--- src/rtl/pcb_pkg.sv ---
package pcb_pkg;

    typedef enum logic [1:0] {
        PCB_IDLE  = 2'd0,
        PCB_WRITE = 2'd1,
        PCB_WAIT  = 2'd2
    } pcb_state_e;

    typedef struct packed {
        logic        ld;
        logic        step_page;
        logic        step_full;
    } pcb_addr_op_t;

    // advance only the low lo_bits of a, leaving upper bits fixed
    function automatic logic [15:0] pcb_low_inc(input logic [15:0] a, input int unsigned lo_bits);
        logic [15:0] mask;
        mask = (16'd1 << lo_bits) - 16'd1;
        return (a & ~mask) | ((a + 16'd1) & mask);
    endfunction

endpackage

--- src/rtl/pcb_page_buf.sv ---
module pcb_page_buf #(
    parameter int PAGE_BYTES = 8,
    parameter int DATA_W     = 8,
    localparam int PTR_W     = $clog2(PAGE_BYTES)
) (
    input  logic              clk,
    input  logic              rst,
    input  logic              clr,
    input  logic              wr_en,
    input  logic [PTR_W-1:0]  wr_slot,
    input  logic [DATA_W-1:0] wr_data,
    input  logic [PTR_W-1:0]  rd_slot,
    output logic [DATA_W-1:0] rd_data,
    output logic              rd_valid,
    output logic              any_valid
);
    logic [DATA_W-1:0]     data_q [PAGE_BYTES];
    logic [PAGE_BYTES-1:0] valid_q;

    for (genvar s = 0; s < PAGE_BYTES; s++) begin : g_slot
        always_ff @(posedge clk) begin
            if (rst || clr) begin
                valid_q[s] <= 1'b0;
                data_q[s]  <= '0;
            end else if (wr_en && (wr_slot == PTR_W'(s))) begin
                valid_q[s] <= 1'b1;
                data_q[s]  <= wr_data;
            end
        end
    end

    assign rd_data   = data_q[rd_slot];
    assign rd_valid  = valid_q[rd_slot];
    assign any_valid = |valid_q;
endmodule

--- src/rtl/pcb_addr_ctr.sv ---
module pcb_addr_ctr
    import pcb_pkg::*;
#(
    parameter int ADDR_W = 8,
    parameter int PTR_W  = 3
) (
    input  logic              clk,
    input  logic              rst,
    input  pcb_addr_op_t      op,
    input  logic [ADDR_W-1:0] ld_value,
    output logic [ADDR_W-1:0] addr
);
    always_ff @(posedge clk) begin
        if (rst)
            addr <= '0;
        else if (op.ld)
            addr <= ld_value;
        else if (op.step_page)
            addr <= ADDR_W'(pcb_low_inc(16'(addr), PTR_W));
        else if (op.step_full)
            addr <= addr + 1'b1;
    end
endmodule

--- src/rtl/pcb_cycle_timer.sv ---
module pcb_cycle_timer #(
    parameter int LIMIT = 40,
    localparam int CW   = $clog2(LIMIT + 1)
) (
    input  logic clk,
    input  logic rst,
    input  logic run,
    output logic expired
);
    logic [CW-1:0] cnt_q;

    always_ff @(posedge clk) begin
        if (rst || !run)
            cnt_q <= '0;
        else
            cnt_q <= cnt_q + 1'b1;
    end

    assign expired = run && (cnt_q == CW'(LIMIT - 1));
endmodule

--- src/rtl/page_commit_buffer.sv ---
module page_commit_buffer
    import pcb_pkg::*;
#(
    parameter int ADDR_W     = 8,
    parameter int DATA_W     = 8,
    parameter int PAGE_BYTES = 8,
    parameter int CYCLE_CLKS = 40
) (
    input  logic              clk,
    input  logic              rst,
    input  logic              wr_protect,
    input  logic              addr_load,
    input  logic [ADDR_W-1:0] addr_value,
    input  logic              byte_vld,
    input  logic [DATA_W-1:0] byte_data,
    input  logic              stop_seen,
    input  logic              read_step,
    output logic              busy,
    output logic [ADDR_W-1:0] next_addr,
    output logic              arr_we,
    output logic [ADDR_W-1:0] arr_addr,
    output logic [DATA_W-1:0] arr_wdata
);
    localparam int PTR_W = $clog2(PAGE_BYTES);
    localparam logic [PTR_W-1:0] LAST_SLOT = PTR_W'(PAGE_BYTES - 1);

    pcb_state_e        state_q;
    logic [PTR_W-1:0]  slot_q;
    logic [ADDR_W-1:0] last_wr_q;
    logic              idle, have_data, commit_go, write_last, timer_done;
    logic              buf_clr, slot_valid;
    logic [DATA_W-1:0] slot_data;
    pcb_addr_op_t      aop;
    logic [ADDR_W-1:0] ld_value;

    assign idle       = (state_q == PCB_IDLE);
    assign busy       = !idle;
    assign commit_go  = idle && stop_seen && have_data && !wr_protect;
    assign write_last = (state_q == PCB_WRITE) && (slot_q == LAST_SLOT);

    // strobe priority: stop, address load, data byte, read step
    always_comb begin
        aop.ld        = idle && ((stop_seen && have_data) || (!stop_seen && addr_load));
        aop.step_page = idle && !stop_seen && !addr_load && byte_vld;
        aop.step_full = idle && !stop_seen && !addr_load && !byte_vld && read_step;
        ld_value      = stop_seen ? last_wr_q + 1'b1 : addr_value;
    end

    assign buf_clr = (idle && (addr_load || stop_seen) && !commit_go) || write_last;

    pcb_addr_ctr #(.ADDR_W(ADDR_W), .PTR_W(PTR_W)) u_addr (
        .clk      (clk),
        .rst      (rst),
        .op       (aop),
        .ld_value (ld_value),
        .addr     (next_addr)
    );

    pcb_page_buf #(.PAGE_BYTES(PAGE_BYTES), .DATA_W(DATA_W)) u_buf (
        .clk       (clk),
        .rst       (rst),
        .clr       (buf_clr),
        .wr_en     (aop.step_page),
        .wr_slot   (next_addr[PTR_W-1:0]),
        .wr_data   (byte_data),
        .rd_slot   (slot_q),
        .rd_data   (slot_data),
        .rd_valid  (slot_valid),
        .any_valid (have_data)
    );

    pcb_cycle_timer #(.LIMIT(CYCLE_CLKS)) u_timer (
        .clk     (clk),
        .rst     (rst),
        .run     (state_q == PCB_WAIT),
        .expired (timer_done)
    );

    always_ff @(posedge clk) begin
        if (rst) begin
            state_q   <= PCB_IDLE;
            slot_q    <= '0;
            last_wr_q <= '0;
        end else begin
            if (aop.step_page)
                last_wr_q <= next_addr;
            unique case (state_q)
                PCB_IDLE: begin
                    slot_q <= '0;
                    if (commit_go)
                        state_q <= PCB_WRITE;
                end
                PCB_WRITE: begin
                    slot_q <= slot_q + 1'b1;
                    if (write_last)
                        state_q <= PCB_WAIT;
                end
                PCB_WAIT: begin
                    if (timer_done)
                        state_q <= PCB_IDLE;
                end
                default: state_q <= PCB_IDLE;
            endcase
        end
    end

    assign arr_we    = (state_q == PCB_WRITE) && slot_valid;
    assign arr_addr  = {last_wr_q[ADDR_W-1:PTR_W], slot_q};
    assign arr_wdata = slot_data;
endmodule

--- config.mk ---
export PLATFORM = sky130hd
export DESIGN_NAME = page_commit_buffer
export DESIGN_NICKNAME = d
export VERILOG_FILES = /design/src/rtl/pcb_pkg.sv /design/src/rtl/pcb_page_buf.sv /design/src/rtl/pcb_addr_ctr.sv /design/src/rtl/pcb_cycle_timer.sv /design/src/rtl/page_commit_buffer.sv
export SDC_FILE = /design/constraint.sdc
export NUM_CORES = 1
export LEC_CHECK = 0
export CORE_MARGIN = 2
export CORE_UTILIZATION = 45
export CTS_CLUSTER_DIAMETER = 50
export CTS_CLUSTER_SIZE = 25
export DETAILED_ROUTE_END_ITERATION = 6
export DONT_BUFFER_PORTS = 1
export PLACE_DENSITY = 0.73
export SLEW_MARGIN = 5
export SYNTH_ARGS = -nofsm -noshare
export SYNTH_HDL_FRONTEND = slang
export SYNTH_SLANG_ARGS = --single-unit
--- constraint.sdc ---
create_clock -name clk -period 2 [get_ports clk]
set_input_delay 0.4 -clock clk [delete_from_list [all_inputs] [get_ports clk]]
set_output_delay 0.4 -clock clk [all_outputs]
set_load 0.01 [all_outputs]
==> flow_summary.ini, run 1 <==
[run_status]
outcome = finished with violations
violations = setup timing

[route]
viasPerCell = 5.531
vias = 3269
drt-total-wl_um = 10570
drc_errors = 0
drt-pass1-iter-count = 4
drt_iter0_markers = 154
routedWlPerCell_um = 17.88
antenna_left = 0

[yosys]
syn_avg_cell_area_um2 = 11.46
ys_async_sr_fraction_pct = 0
ys_types = 47
synth_seq_cells = 102
yosysWarnings = 0
synth_edf_count = 64
synthCells = 411
syn_nets = 444
netlist_area_um2 = 4711
ys_seq_area_share_pct = 56.95
ys.flop_type = edfxtp_1

[cells_and_area]
layout-drive-gt1-share_pct = 25.93
design_area_um2 = 5599
nNetsFinal = 483
areaGrowthSynthToFinish_pct = 18.86
antenna_cells = 0
fillerInstances = 844

[clock_network]
numCtsBuffers = 9
cts_sinks = 102
cts.path.max_buffers = 2
cts_root_buffer = clkbuf_8
clock_latency_ps = 370
clk_pin_slew_ps = 100
cts_tree = done
htreeDepth = 3
hold_buffers = 0

[timing]
period_minus_slack_ps = 2185
report.final.slew_viol_count = 0
rsz0062_at_grt = true
clock_skew_ps = 13.14
min_period_over_period_pct = 109.2
setup_violations = 10
fmax_mhz = 457.7
timing.hold.ws_ps = 85.68
finalHoldViolCount = 0
slew_headroom_pct = 61.31
tightest_slew_ps = 579.5
worst_slack_ps = -184.8

[global_route]
grt_max_degree = 25
grt_pass1_vias = 3398
grt_pass1_wl_um = 17190
overflow = 0
grt_use_total_pct = 19.92
antenna_found_initial = 0

[floorplan]
dieWidth_um = 106.3
initial_core_util_pct = 46.04
die_area_um2 = 11300
core_area_um2 = 10230
io_pins = 49
rows = 37
die_h_um = 106.3

[placed_design]
port_buffers = 0
routabilityCongestion = 0.9045
placed_area_um2 = 5246
hpwl_um = 7420

[worst_setup_path]
r2r_end = u_addr.addr[0]$_SDFFE_PP0P_
critPathArrivalTime_ps = 1780
path_buf_inv = 1
r2r-start = u_buf.valid_q[5]$_SDFFE_PP0P_
critPathTopFamily = multiplexers
critPathSlowestCell = mux4_2
worstRegToRegCells = 6
start_kind = flip-flop
critPathKind = flip-flop to output port
reg2reg_slack_ps = -20
crit_path_max_fanout = 8
critPathRequiredTime_ps = 1600
worstPathCellList = buf_12 -> mux4_2 -> mux2_4
end_kind = output port
max_stage_delay_ps = 540

[min_path]
hp-start = rst
worstHoldPathType = input port to flip-flop
min_to = last_wr_q[4]$_SDFFE_PP0N_
hold_path_depth = 1

[pwr]
peakVddDrop_mv = 0.3927
p_leak_uw = 0.002045
power_density_nw_per_um2 = 718.0

[run]
drv_cap = 0
-- synthesized netlist by cell type, types with 8 or more instances --
cell | n | share of area [%]
ha_1 | 10 | 2.7
nor2b_1 | 10 | 1.3
dfxtp_1 | 38 | 16
edfxtp_1 | 64 | 41
mux2_2 | 9 | 2.2
nand2_1 | 52 | 4.1
o21ai_0 | 9 | 0.96
a21oi_1 | 21 | 2.2
mux4_2 | 17 | 8.1
inv_1 | 8 | 0.64
nor2_1 | 85 | 6.8
nand3_1 | 11 | 1.2
-- layout make-up --
type                       count  area, µm²  area share, %
clock buffer                   9      123.9          2.212
clock inverter                 7      90.09          1.609
inverter                       8      30.03         0.5363
multi-input combinational    282       1968          35.15
sequential                   102       2691          48.07
tap                          136      170.2          3.039
timing repair buffer          47      525.5          9.385
-- where the power goes --
group | internal (µW) | switching, µW
combinational | 142 | 156
clock | 609 | 776
sequential | 2290 | 45.3
-- worst max path at each step --
stage                                             endpoint                          start  depth (start not counted)
after CTS                                     arr_wdata[6]                      flip-flop                          3
final                                         arr_wdata[7]                      flip-flop                          3
after global routing                          arr_wdata[7]                      flip-flop                          3
after detailed placement       u_addr.addr[2]$_SDFFE_PP0P_  u_buf.valid_q[2]$_SDFFE_PP0P_                          7
after global placement         u_addr.addr[0]$_SDFFE_PP0P_  u_buf.valid_q[2]$_SDFFE_PP0P_                          6
after floorplan           u_buf.data_q[0][0]$_SDFFCE_PN0P_        state_q[1]$_SDFFE_PP0P_                          6
-- layer usage --
| metal | vias to the layer above | global-route usage (%) | wire (µm) |
|---|---|---|---|
| met3 | 11 | 5.457 | 551 |
| li1 | 1550 | - | - |
| met1 | 1601 | 22.93 | 4288 |
| met2 | 107 | 37.18 | 5611 |
| met5 | - | 0 | 0 |
| met4 | 0 | 3.571 | 114 |
-- flip-flops by register name, indices dropped and copies added (netlist names), named ones only --
signal and count:
last_wr_q 8, u_buf.data_q 64, state_q 2, slot_q 3, u_buf.valid_q 8, u_addr.addr 8, u_timer.cnt_q 6
-- logic make-up after synthesis --
| family | Yosys count | share of synthesized area (%) |
|---|---|---|
| AND/OR/NAND/NOR | 179 | 16.81 |
| AO/OA/AOI/OAI | 53 | 7.118 |
| flip-flops | 102 | 56.95 |
| adder cells (fa/ha/maj) | 10 | 2.656 |
| multiplexers | 30 | 11.47 |
| buffers and inverters | 27 | 3.134 |
| XOR/XNOR | 10 | 1.859 |
-- per-stage QoR --
step | total power, µW | setup slack, ps | util [%] | setup TNS [ps] | cells
6_report | 4020 | -184.8 | 54.73 | -1288 | 591
5_1_grt | 4166 | -234.0 | 54.73 | -1875 | 591
4_1_cts | 4039 | -186.6 | 54.36 | -1417 | 591
3_5_place_dp | 2665 | -20.80 | 51.28 | -43.18 | 574
3_3_place_gp | 2654 | 4.132 | 51.28 | 0 | 574
2_1_floorplan | 2547 | 1.293 | - | 0 | 411
-- placed cells by master, fill, tap and decap left out, drive strengths merged, types with 6 or more instances in the layout --
cell,netlist,final
ha,10,10
xor2,6,6
mux2,9,9
edfxtp,64,64
dfxtp,38,38
buf,11,47
nor2,86,86
nand2,52,52
nand3,11,11
clkbuf,7,9
mux4,18,18
a21oi,21,21
o21ai,9,9
nor2b,10,10
inv,8,11
-- what timing repair did --
| item | CTS | global route |
|---|---|---|
| gates cloned | 1 | 0 |
| gates resized for setup | 27 | 12 |
| buffers inserted | 0 | 0 |
| endpoints found under the setup margin | 18 | 107 |
| pin swaps | 6 | 5 |
(Power assumes the default switching activity.)
==> run 2, diff against run 1 <==
- ABC_AREA: unset -> 1
- SKIP_CTS_REPAIR_TIMING: unset -> 1
- SLEW_MARGIN: 5 -> 0
==> run 2 against run 1 <==
  * Clock skew fell by 5.1 ps
  * Utilization shrank 2.9 points
  * Sequential cell count did not move
  * Total power increased by 6.8%
  * Via count up 24%
  * Critical endpoint unchanged
  * The run now ends clean
  * Cell area rose by 1.2%
  * Critical path depth increased by 2
  * Global-route usage grew 0.38 points
  * Highest routed layer unchanged
==> flow_summary.ini, run 2 <==
[worst_setup_path]
crit_path_max_fanout = 32
end_kind = output port
critPathRequiredTime_ps = 1600
critPathKind = flip-flop to output port
critPathArrivalTime_ps = 1560
start_kind = flip-flop

[floorplan]
die_h_um = 110.2
die_area_um2 = 12150
rows = 38
initial_core_util_pct = 46.44
dieWidth_um = 110.2
io_pins = 49
core_area_um2 = 10940

[yosys]
synth_top_area_share_pct = 37.84
synthCells = 589
synth_edf_count = 64
synthTopCellsByArea = edfxtp_1 38%, dfxtp_1 15%, nor2_1 11%
yosysWarnings = 0
ys_async_sr_fraction_pct = 0
ys_seq_area_share_pct = 52.82
synth_seq_cells = 102
syn_nets = 622
syn_avg_cell_area_um2 = 8.622
ys_top_cells_by_count = 145 x nor2_1, 90 x nand2_1, 64 x edfxtp_1
ys_types = 32
synth_top_area_cell = edfxtp_1
netlist_area_um2 = 5079
ys.flop_type = edfxtp_1
yosysMostFrequentCell = nor2_1

[timing]
min_period_over_period_pct = 97.93
period_minus_slack_ps = 1959
timing.hold.ws_ps = 118.5
slew_headroom_pct = 64.34
worst_slack_ps = 41.43
rsz0062_at_grt = false
clock_skew_ps = 8.006
tightest_slew_ps = 529.3
setup_violations = 0
finalHoldViolCount = 0
fmax_mhz = 510.6
report.final.slew_viol_count = 0

[route]
drt_iter0_markers = 208
drc_errors = 0
vias = 4056
antenna_left = 0
drt-total-wl_um = 11730
drt-pass1-iter-count = 5
routedWlPerCell_um = 15.77
viasPerCell = 5.452

[clock_network]
cts.path.max_buffers = 2
cts_tree = done
clk_pin_slew_ps = 70
cts_root_buffer = clkbuf_16
numCtsBuffers = 9
cts_sinks = 102
clock_latency_ps = 350
htreeDepth = 3

[pwr]
combPwrFrac_pct = 8.0
p_total_uw = 4294
peakVddDrop_mv = 0.3712
p_sw_share_pct = 24.16
power_density_nw_per_um2 = 758.1
internal-power_uw = 3256
p_leak_uw = 0.002454
power_switching_uw = 1038
p_seq_share_pct = 54.9
clkPwrFrac_pct = 37.1

[cells_and_area]
finalNonFillerCells = 744
largest_register_ffs = 64
areaGrowthSynthToFinish_pct = 11.53
final_common_cell = nor2_1
nNetsFinal = 632
mostFrequentLayoutCells = 145 x nor2_1, 89 x nand2_1, 64 x edfxtp_1, 59 x inv_1, 40 x o21ai_0
top_register = u_buf.data_q
design_area_um2 = 5664
layout-drive-gt1-share_pct = 12.91
antenna_cells = 0

[min_path]
worstHoldPathType = input port to flip-flop

[placed_design]
hpwl_um = 8327
routabilityCongestion = 0.9666
numPlacedInstances = 727
placed_area_um2 = 5286
post-place-ws_ps = 69.19
port_buffers = 0

[global_route]
grt_pass1_vias = 3822
grt_pass1_wl_um = 18660
overflow = 0
antenna_found_initial = 0
grt_use_total_pct = 20.30
grt_max_degree = 33

[run_status]
outcome = finished, final reports clean

[run]
drv_cap = 0
==> run 2: final timing paths <==
path,startpoint,endpoint,slack (ps),cells past startpoint
max,flip-flop,arr_wdata[7],40,5
min,rst,last_wr_q[2]$_SDFFE_PP0N_,120,1
max reg2reg,state_q[1]$_SDFFE_PP0P_,u_buf.data_q[7][0]$_SDFFCE_PN0P_,190,8
min reg2reg,u_timer.cnt_q[0]$_SDFF_PP0_,u_timer.cnt_q[0]$_SDFF_PP0_,450,1
==> run 2: cell type report <==
class	instances	area (µm²)
Sequential cell	102	2688
Fill cell	993	5271
Clock inverter	5	36.28
Multi-Input combinational cell	405	2111
Tap cell	140	175.2
Inverter	61	229.0
Timing Repair Buffer	20	192.7
Clock buffer	11	232.7
==> run 2: cell families (layout without fill, tap and decap cells) <==
group,Yosys count,in the layout,synth area share (%)
XOR/XNOR,3,3,0.5175
adder cells (fa/ha/maj),10,10,2.464
AO/OA/AOI/OAI,87,87,10.13
buffers and inverters,82,97,6.923
flip-flops,102,102,52.82
AND/OR/NAND/NOR,305,305,27.15
==> run 2: critical path: stages (launching register included) <==
cell     delay [ps]
dfxtp_2         370
buf_12          180
nor2_1           90
o32ai_2         280
nand2_1         150
nand2_2         150
==> run 2: metal layers <==
layer	part of all wire, %	wire (µm)	global-route usage [%]	vias up
li1	-	-	-	1966
met1	44	5132	27.48	1908
met2	47	5469	30.98	159
met3	7.5	881	4.821	23
met4	2.1	248	9.196	0
met5	0	0	0	-
==> run 2: stage by stage <==
step	utilization, %	TNS, ps
after floorplan	-	0
after global placement	48.34	0
after detailed placement	48.34	0
after CTS	50.80	-1112
after global routing	51.80	0
final	51.80	0
==> run 2: power groups by stage <==
stage                     clock, µW  combinational (µW)  sequential, µW
after floorplan                   0                 252            2390
after global placement            0                 320            2410
after detailed placement          0                 328            2410
after CTS                      1610                 330            2360
after global routing           1700                 386            2370
final                          1590                 343            2360
==> run 3, diff against run 2 <==
--- a/config.mk
+++ b/config.mk
@@ -8,10 +8,10 @@
 export ABC_AREA = 1
 export CORE_MARGIN = 2
-export CORE_UTILIZATION = 45
+export CORE_UTILIZATION = 57
 export CTS_CLUSTER_DIAMETER = 50
 export CTS_CLUSTER_SIZE = 25
 export DETAILED_ROUTE_END_ITERATION = 6
 export DONT_BUFFER_PORTS = 1
-export PLACE_DENSITY = 0.73
+export PLACE_DENSITY = 0.86
 export SKIP_CTS_REPAIR_TIMING = 1
 export SLEW_MARGIN = 0
==> constraint.sdc (replaced) <==
create_clock -name clk -period 2 [get_ports clk]
set_input_delay 0.4 -clock clk [delete_from_list [all_inputs] [get_ports clk]]
set_output_delay 0.4 -clock clk [all_outputs]
set_load 0.1 [all_outputs]
==> run 3 against run 2 <==
  * The run now ends with setup timing left
  * Total power is 2.0% lower
  * Non-clock buffer count is 23 higher
  * Via count is 5.2% higher
  * Combinational power increased by 87%
  * First-iteration DRC count rose by 61%
  * Sequential cell count stayed put
  * Global-route usage grew 6.2 points
  * Critical path depth increased by 2
  * Critical endpoint is now arr_wdata[3]
  * Largest cell class unchanged
  * Highest routed layer unchanged
==> flow_summary.ini, run 3 (synthesis gave the netlist of run 2 again) <==
[route]
drt-total-wl_um = 12950
drc_errors = 0
drt-pass1-iter-count = 5
viasPerCell = 5.804
vias = 4266
drt_iter0_markers = 334
routedWlPerCell_um = 17.61
antenna_left = 0

[worst_setup_path]
critPathSlowestCell = dfxtp_4
end_kind = output port
worstPathCellList = inv_4 -> buf_12 -> nor2_1 -> o32ai_2 -> nand2_1 -> nand2_2 -> buf_12
critPathRequiredTime_ps = 1600
crit_path_max_fanout = 8
critPathKind = flip-flop to output port
critPathArrivalTime_ps = 1760
crit_top_cell = buf_12
start_kind = flip-flop
max_stage_delay_ps = 390

[pwr]
internal-power_uw = 2934
p_total_uw = 4209
power_density_nw_per_um2 = 700.3
p_leak_uw = 0.002606
peakVddDrop_mv = 0.4372
clkPwrFrac_pct = 28.8
power_switching_uw = 1275
p_sw_share_pct = 30.29
combPwrFrac_pct = 15.3
p_seq_share_pct = 55.9

[timing]
tightest_slew_ps = 699.7
report.final.slew_viol_count = 0
timing.hold.ws_ps = 78.46
period_minus_slack_ps = 2161
worst_slack_ps = -160.6
fmax_mhz = 462.8
rsz0062_at_grt = true
slew_headroom_pct = 52.86
finalHoldViolCount = 0
setup_violations = 8
clock_skew_ps = 15.82
min_period_over_period_pct = 108.0

[clock_network]
clk_pin_slew_ps = 100
cts_sinks = 102
clock_latency_ps = 380
cts.path.max_buffers = 2
numCtsBuffers = 9
htreeDepth = 3
cts_tree = done
cts_root_buffer = clkbuf_8

[cells_and_area]
antenna_cells = 0
mostFrequentLayoutCells = 144 x nor2_1, 82 x nand2_1, 64 x edfxtp_1, 58 x inv_1, 37 x o21ai_0
post-route-util_pct = 69.26
layout-drive-gt1-share_pct = 20.41
final_common_cell = nor2_1
areaGrowthSynthToFinish_pct = 18.35
finalNonFillerCells = 735
largest_register_ffs = 64
fillerInstances = 653
top_register = u_buf.data_q
nNetsFinal = 655

[floorplan]
dieWidth_um = 98.39
core_area_um2 = 8678
io_pins = 49
rows = 34
die_h_um = 98.39
initial_core_util_pct = 58.52
die_area_um2 = 9681

[global_route]
grt_pass1_vias = 4183
grt_use_total_pct = 26.46
grt_max_degree = 33
grt_pass1_wl_um = 20160
antenna_found_initial = 0
overflow = 0

[placed_design]
numPlacedInstances = 713
hpwl_um = 8908
routabilityCongestion = 0.9348
port_buffers = 0

[run_status]
violations = setup timing
outcome = finished with violations

[min_path]
worstHoldPathType = input port to flip-flop

[run]
drv_cap = 0
==> run 3: stage by stage <==
| stage | setup TNS, ps | cell area, µm² | setup WS (ps) |
|---|---|---|---|
| after floorplan | -1853 | 5161 | -77.19 |
| after global placement | 0 | 5577 | 41.95 |
| after detailed placement | 0 | 5577 | 39.56 |
| after CTS | -2576 | 5753 | -378.9 |
| after global routing | -1222 | 6011 | -184.7 |
| final | -768.7 | 6011 | -160.6 |
==> run 3: layout make-up <==
cell class,count,area [µm²],area share (%)
flip-flops and latches,102,2705,45.00
inverters,61,235.2,3.913
clock buffers,10,127.6,2.123
repair buffers,43,513.0,8.535
clock inverters,6,48.80,0.8118
well taps,108,135.1,2.248
multi-input cells,405,2246,37.36
==> run 3: power by group through the flow <==
stage / logic [µW] / registers (µW) / clock network [µW]
detailed placement: 616 / 2400 / 0
global placement: 605 / 2400 / 0
CTS: 621 / 2350 / 1220
floorplan: 364 / 2500 / 0
global route: 685 / 2360 / 1310
finish: 643 / 2350 / 1210
==> run 3: metal layers <==
layer | global-route usage (%) | routed length [µm] | vias to the layer above
li1 | - | - | 2012
met5 | 0 | 0 | -
met4 | 12.22 | 294 | 0
met3 | 4.653 | 1144 | 30
met1 | 32.77 | 4899 | 1988
met2 | 45.16 | 6609 | 236
==> run 3: final timing paths <==
path	start	to	slack [ps]	cells after the start
worst max-delay path	flip-flop	arr_wdata[3]	-160	7
worst min-delay path	rst	state_q[0]$_SDFFE_PP0P_	80	1
worst max register to register	slot_q[0]$_SDFFE_PP0N_	u_buf.data_q[2][7]$_SDFFCE_PN0P_	130	8
worst min register to register	u_timer.cnt_q[0]$_SDFF_PP0_	u_timer.cnt_q[0]$_SDFF_PP0_	450	1
==> run 3: worst max-delay path, delay by kind of cell (launching register included) <==
family / cells / cell delay (ps)
AO/OA/AOI/OAI: 1 / 260
buffers and inverters: 3 / 410
AND/OR/NAND/NOR: 3 / 310
flip-flops: 1 / 390
